### src/rtl/ldq_pkg.sv
package ldq_pkg;
  // Step forward k places on a ring of n slots.
  function automatic int ring_fwd(int a, int k, int n);
    int s;
    s = a + k;
    return (s >= n) ? s - n : s;
  endfunction

  // Step back k places on a ring of n slots.
  function automatic int ring_back(int a, int k, int n);
    int s;
    s = a - k;
    return (s < 0) ? s + n : s;
  endfunction

  // Number of places from 'from' forward to 'to'.
  function automatic int ring_dist(int from, int to, int n);
    return (to >= from) ? to - from : to + n - from;
  endfunction
endpackage

### src/rtl/ldq_ring_ptrs.sv
module ldq_ring_ptrs #(
  parameter int RING  = 7,
  parameter int IDX_W = 3,
  parameter int CNT_W = 3
) (
  input  logic             clk,
  input  logic             rst_n,
  input  logic             push,
  input  logic [CNT_W-1:0] pop_n,
  input  logic [CNT_W-1:0] drop_n,
  output logic [IDX_W-1:0] head,
  output logic [IDX_W-1:0] tail,
  output logic [CNT_W-1:0] count
);
  import ldq_pkg::*;

  // The parent never raises push or pop_n in a cycle where drop_n is nonzero.
  always_ff @(posedge clk) begin
    if (!rst_n) begin
      head  <= '0;
      tail  <= '0;
      count <= '0;
    end else begin
      head <= IDX_W'(ring_fwd(int'(head), int'(pop_n), RING));
      if (drop_n != '0)
        tail <= IDX_W'(ring_back(int'(tail), int'(drop_n), RING));
      else if (push)
        tail <= IDX_W'(ring_fwd(int'(tail), 1, RING));
      count <= CNT_W'(int'(count) + int'(push) - int'(pop_n) - int'(drop_n));
    end
  end
endmodule

### src/rtl/ldq_age_scan.sv
module ldq_age_scan #(
  parameter int RING  = 7,
  parameter int IDX_W = 3,
  parameter int TAG_W = 24
) (
  input  logic [RING-1:0]            live,
  input  logic [RING-1:0]            done,
  input  logic [RING-1:0][TAG_W-1:0] gran,
  input  logic [IDX_W-1:0]           start,
  input  logic [IDX_W-1:0]           tail,
  input  logic [TAG_W-1:0]           probe,
  output logic                       hit,
  output logic [IDX_W-1:0]           hit_idx
);
  import ldq_pkg::*;

  // Visit slots in age order from start; the first match is the oldest one.
  always_comb begin
    int span;
    hit     = 1'b0;
    hit_idx = '0;
    span    = ring_dist(int'(start), int'(tail), RING);
    for (int k = 0; k < RING; k++) begin
      int p;
      p = ring_fwd(int'(start), k, RING);
      if (!hit && k < span && live[p] && done[p] && gran[p] == probe) begin
        hit     = 1'b1;
        hit_idx = IDX_W'(p);
      end
    end
  end
endmodule

### src/rtl/ldq_order_ring.sv
module ldq_order_ring #(
  parameter int LQ_CAP    = 6,
  parameter int SQ_CAP    = 4,
  parameter int SEQ_W     = 16,
  parameter int ADDR_W    = 32,
  parameter int GRAN_BITS = 8,
  localparam int RING     = LQ_CAP + 1,
  localparam int IDX_W    = $clog2(RING),
  localparam int CNT_W    = $clog2(LQ_CAP + 1),
  localparam int SQ_IDX_W = $clog2(SQ_CAP + 1),
  localparam int SQ_CNT_W = $clog2(SQ_CAP + 1)
) (
  input  logic                clk,
  input  logic                rst_n,
  input  logic                alloc_valid,
  output logic                alloc_ready,
  input  logic [SEQ_W-1:0]    alloc_seq,
  output logic [IDX_W-1:0]    alloc_idx,
  input  logic [SQ_IDX_W-1:0] sq_tail,
  input  logic                sq_empty,
  input  logic [SQ_CNT_W-1:0] sq_used,
  input  logic                exec_valid,
  input  logic [IDX_W-1:0]    exec_idx,
  input  logic [ADDR_W-1:0]   exec_addr,
  input  logic                commit_valid,
  input  logic [SEQ_W-1:0]    commit_seq,
  input  logic                squash_valid,
  input  logic [SEQ_W-1:0]    squash_seq,
  input  logic                chk_valid,
  input  logic [IDX_W-1:0]    chk_lq_idx,
  input  logic [ADDR_W-1:0]   chk_addr,
  output logic                chk_fault,
  output logic                viol_valid,
  output logic [IDX_W-1:0]    viol_idx,
  output logic [SEQ_W-1:0]    viol_seq,
  output logic [SQ_IDX_W:0]   viol_sq_tag,
  input  logic                viol_take,
  output logic [CNT_W-1:0]    lq_count,
  output logic [CNT_W-1:0]    free_slots
);
  localparam int TAG_W = ADDR_W - GRAN_BITS;

  logic [RING-1:0]             e_live, e_done, kill_old, kill_young;
  logic [RING-1:0][SEQ_W-1:0]  e_seq;
  logic [RING-1:0][TAG_W-1:0]  e_gran;
  logic [RING-1:0][SQ_IDX_W:0] e_sqtag;
  logic [IDX_W-1:0]            head, tail;
  logic [CNT_W-1:0]            pop_n, drop_n;
  logic                        alloc_fire, scan_hit;
  logic [IDX_W-1:0]            scan_idx;
  logic [SQ_IDX_W:0]           new_tag;

  assign alloc_ready = (lq_count < CNT_W'(LQ_CAP)) && !squash_valid;
  assign alloc_fire  = alloc_valid && alloc_ready;
  assign alloc_idx   = tail;
  assign new_tag     = sq_empty ? '0 : {1'b1, sq_tail};

  // Loads are stored in program order, so the committed set is a prefix
  // starting at the head and the squashed set is a suffix ending at the tail.
  always_comb begin
    for (int i = 0; i < RING; i++) begin
      kill_young[i] = squash_valid && e_live[i] && (e_seq[i] > squash_seq);
      kill_old[i]   = !squash_valid && commit_valid && e_live[i] &&
                      (e_seq[i] <= commit_seq);
    end
    pop_n  = CNT_W'($countones(kill_old));
    drop_n = CNT_W'($countones(kill_young));
  end

  ldq_ring_ptrs #(.RING(RING), .IDX_W(IDX_W), .CNT_W(CNT_W)) u_ptrs (
    .clk(clk), .rst_n(rst_n), .push(alloc_fire), .pop_n(pop_n),
    .drop_n(drop_n), .head(head), .tail(tail), .count(lq_count)
  );

  for (genvar g = 0; g < RING; g++) begin : g_slot
    always_ff @(posedge clk) begin
      if (!rst_n) begin
        e_live[g]  <= 1'b0;
        e_done[g]  <= 1'b0;
        e_seq[g]   <= '0;
        e_gran[g]  <= '0;
        e_sqtag[g] <= '0;
      end else if (alloc_fire && tail == IDX_W'(g)) begin
        e_live[g]  <= 1'b1;
        e_done[g]  <= 1'b0;
        e_seq[g]   <= alloc_seq;
        e_sqtag[g] <= new_tag;
      end else if (kill_young[g] || kill_old[g]) begin
        e_live[g] <= 1'b0;
        e_done[g] <= 1'b0;
      end else if (exec_valid && exec_idx == IDX_W'(g) && e_live[g]) begin
        e_done[g] <= 1'b1;
        e_gran[g] <= exec_addr[ADDR_W-1:GRAN_BITS];
      end
    end
  end

  ldq_age_scan #(.RING(RING), .IDX_W(IDX_W), .TAG_W(TAG_W)) u_scan (
    .live(e_live), .done(e_done), .gran(e_gran), .start(chk_lq_idx),
    .tail(tail), .probe(chk_addr[ADDR_W-1:GRAN_BITS]),
    .hit(scan_hit), .hit_idx(scan_idx)
  );

  always_ff @(posedge clk) begin
    if (!rst_n) begin
      chk_fault   <= 1'b0;
      viol_valid  <= 1'b0;
      viol_idx    <= '0;
      viol_seq    <= '0;
      viol_sq_tag <= '0;
    end else begin
      chk_fault <= 1'b0;
      if (viol_valid) begin
        if (viol_take) viol_valid <= 1'b0;
      end else if (chk_valid && scan_hit) begin
        chk_fault   <= 1'b1;
        viol_valid  <= 1'b1;
        viol_idx    <= scan_idx;
        viol_seq    <= e_seq[scan_idx];
        viol_sq_tag <= e_sqtag[scan_idx];
      end
    end
  end

  always_comb begin
    logic [CNT_W-1:0] lq_free, sq_free;
    lq_free    = CNT_W'(LQ_CAP) - lq_count;
    sq_free    = CNT_W'(SQ_CAP - int'(sq_used));
    free_slots = (lq_free < sq_free) ? lq_free : sq_free;
  end
endmodule

### config.mk
export PLATFORM = sky130hd
export DESIGN_NAME = ldq_order_ring
export DESIGN_NICKNAME = d
export VERILOG_FILES = /design/src/rtl/ldq_pkg.sv /design/src/rtl/ldq_ring_ptrs.sv /design/src/rtl/ldq_age_scan.sv /design/src/rtl/ldq_order_ring.sv
export SDC_FILE = /design/constraint.sdc
export NUM_CORES = 2
export LEC_CHECK = 0
export BUFFER_PORTS_ARGS = -buffer_cell sky130_fd_sc_hd__buf_4
export CAP_MARGIN = 15
export CORE_MARGIN = 8
export CORE_UTILIZATION = 39
export CTS_CLUSTER_DIAMETER = 150
export DETAILED_ROUTE_END_ITERATION = 6
export SETUP_SLACK_MARGIN = 0.1
export SLEW_MARGIN = 15
export SYNTH_ARGS = -nofsm -noshare
export SYNTH_HDL_FRONTEND = slang
export SYNTH_SLANG_ARGS = --single-unit
### constraint.sdc
create_clock -name clk -period 12.45 [get_ports clk]
set_clock_uncertainty 0.15 [all_clocks]
set_input_delay 1.8675 -clock clk [delete_from_list [all_inputs] [get_ports clk]]
set_output_delay 1.8675 -clock clk [all_outputs]
set_load 0.02 [all_outputs]
==> qor.csv <==
metric,value,unit
finalSetupViolCount,0,
antenna_found_initial,30,
place_congestion,1.13,
max_clock_freq,99.1,MHz
ys.flop_type,dfxtp_1,
dp.cells,5937,
num_vias,43126,
cts_buffers,46,
dr.max_layer_used,met5,
ctsResizeCount,0,
nets,5120,
ys.warnings.count,0,
synth_area_per_cell,7.79,um^2
slew-limit-headroom,11.4,%
synth_nets,5267,
yosysTopAreaCell,dfxtp_1,
drt-met1-wl,98600,um
cp.arrival,10.53,ns
synth_edf_count,0,
die-area,0.107,mm^2
synth.top_cell.area_share,18.7,%
power_density,101,mW/mm^2
ys_top_cells_by_area,"dfxtp_1, mux2i_1, ha_1",
leakage,0.0155,uW
ys_seq_area_share,18.7,%
ys_seq_elements,353,
ant_nets,0,
cts_tree,done,
wl,236000,um
initial_core_util,39.2,%
drtIter0Drc,6861,
cp_max_fo,43,
hpwl,175000,um
min_period,10.09,ns
port_buffers,151,
drtPass1Iterations,7,
ys_types,121,
clock_path_buffers,3,
cts_sinks,353,
clkLatencyLatePin,0.65,ns
drc_errors,13,
layout.cells.non_filler,6043,
track_usage,41.6,%
fin_crit_sh,81.0,%
drive_gt1_share,13.7,%
violations,design-rule violations,
syn_inst,4856,
hold_viol_final,0,
rsz0062_at_grt,no,
grt_remaining_overflow,0,
setup.worst_path.end_class,register,
dr_wl_met3,34200,um
ir_drop,0.139,mV
placementRows,114,
grt_max_degree,73,
cts_setup_buffers,0,
finalSetupTns,0,ns
areaGrowthSynthToFinish,10.5,%
root_buffer,clkbuf_16,
grt_pass1_vias,38194,
grt_pass1_wl,320000,um
clk_pin_slew,0.06,ns
die_y,327,um
status,finished with violations,
coreArea,0.0964,mm^2
cap_viol_max_count,0,
netlist_area,0.0378,mm^2
tightest_slew,1.33,ns
routed_via_density,7.14,
h-tree-depth,2,
synth.most_common_cell,nand2_1,
required,12.90,ns
wl_met2,87700,um
crit_path_start_kind,primary input,
cts_hold_buf,0,
asyncSetResetFlopFracSynth,0,%
crit_type,in2reg,
die_w,327,um
avgRoutedWirePerCell,39.0,um
synth_common_cells,"nand2_1, dfxtp_1, clkbuf_1, mux2i_1, a21oi_1",
min_path_type,reg2reg,
ios,168,
slew_viol_final,0,
[metrics by stage]
stage                     utilization [%]  power (uW)  setup slack (ns)  hold slack [ns]  area [um^2]
after floorplan                         -        1930              4.25            0.282        37800
after CTS                            43.3        4130              3.05            0.303        41700
after detailed placement             41.5        2610              2.39            0.296        40000
final                                43.3        4220              2.36            0.302        41800
after global routing                 43.3        4280              2.67            0.322        41700
after global placement               41.5        2610              2.34            0.291        40000
[critical path, stage by stage]
cell	delay, ns
buf_4	0.41
inv_1	0.47
ha_2	0.71
nor2_1	0.64
a32o_2	0.78
buf_12	0.30
nand2_1	0.08
a21oi_1	0.29
a311oi_1	0.16
a2111oi_0	0.94
nand4b_1	0.80
or3_1	0.56
nor4_1	0.27
o31ai_1	0.13
a32oi_1	0.26
a31o_4	0.71
buf_4	0.40
mux2i_1	0.11
a221oi_1	0.32
a22o_1	0.19
[state kept, by name (all words and copies together) (netlist names)]
register,cells
viol_idx,3
e_seq,112
e_live,7
u_ptrs.count,3
u_ptrs.tail,3
viol_sq_tag,4
viol_valid,1
e_done,7
e_sqtag,28
chk_fault,1
viol_seq,16
e_gran,168
[worst paths after layout]
kind                      end           start  slack, ns  cells past startpoint
hold / removal    e_sqtag[10]     e_sqtag[10]       0.30                      2
hold reg to reg   e_sqtag[10]     e_sqtag[10]       0.30                      2
setup / recovery  viol_seq[5]   chk_lq_idx[1]       2.36                     20
setup reg to reg  viol_seq[5]  u_ptrs.tail[1]       4.60                     23
[cells by family (layout without fill, tap and decap cells)]
kind of cell | Yosys count | after routing | synth area share [%]
flops | 353 | 353 | 18.7
compound gates | 1414 | 1414 | 26.2
xor+xnor | 93 | 93 | 2.28
fa+ha+maj | 278 | 278 | 9.50
mux | 503 | 503 | 15.7
other cells | 0 | 21 | 0
simple gates | 1552 | 1552 | 20.1
buf+inv | 663 | 553 | 7.56
[report_power, final]
part	switching (uW)	internal, uW
combinational	1100	425
sequential	25.5	1140
clock	587	937
total	1720	2510
[cell usage in the layout (no fill, tap or decap), types with 38 or more instances in the layout]
cell type	Yosys	layout
ha_1	263	258
mux2i_1	349	346
a22o_1	38	38
mux4_2	62	62
nand2_1	650	650
nor2b_1	68	65
o211ai_1	42	42
a21o_1	65	65
nand4_1	123	123
o21a_1	68	68
nor3_1	66	64
a22oi_1	46	46
xnor2_1	73	72
clkbuf_16	0	47
and4_1	41	41
dfxtp_1	353	353
a221o_1	46	46
nand3_1	97	97
a211oi_1	45	45
a221oi_1	104	103
nor4_1	38	38
mux2_2	66	66
a21oi_1	336	335
a31oi_1	69	68
nor2_1	239	226
o21ai_0	201	199
inv_1	116	116
nand2b_1	70	69
buf_4	39	338
o22ai_1	50	49
[layout make-up]
type	count	area, um^2
diodes	21	52.6
clock buffers	66	1370
clock inverters	19	367
fillers	9902	54600
inverters	125	478
multi-input cells	3840	28200
flip-flops and latches	353	7070
well taps	1276	1600
repair buffers	343	2630
[routing by layer]
layer | global-route usage (%) | up-vias
met4 | 21.6 | 16
met1 | 57.3 | 21077
met3 | 17.2 | 696
li1 | - | 17943
met2 | 54.4 | 3394
met5 | 0 | -
(Power assumes the default switching activity.)
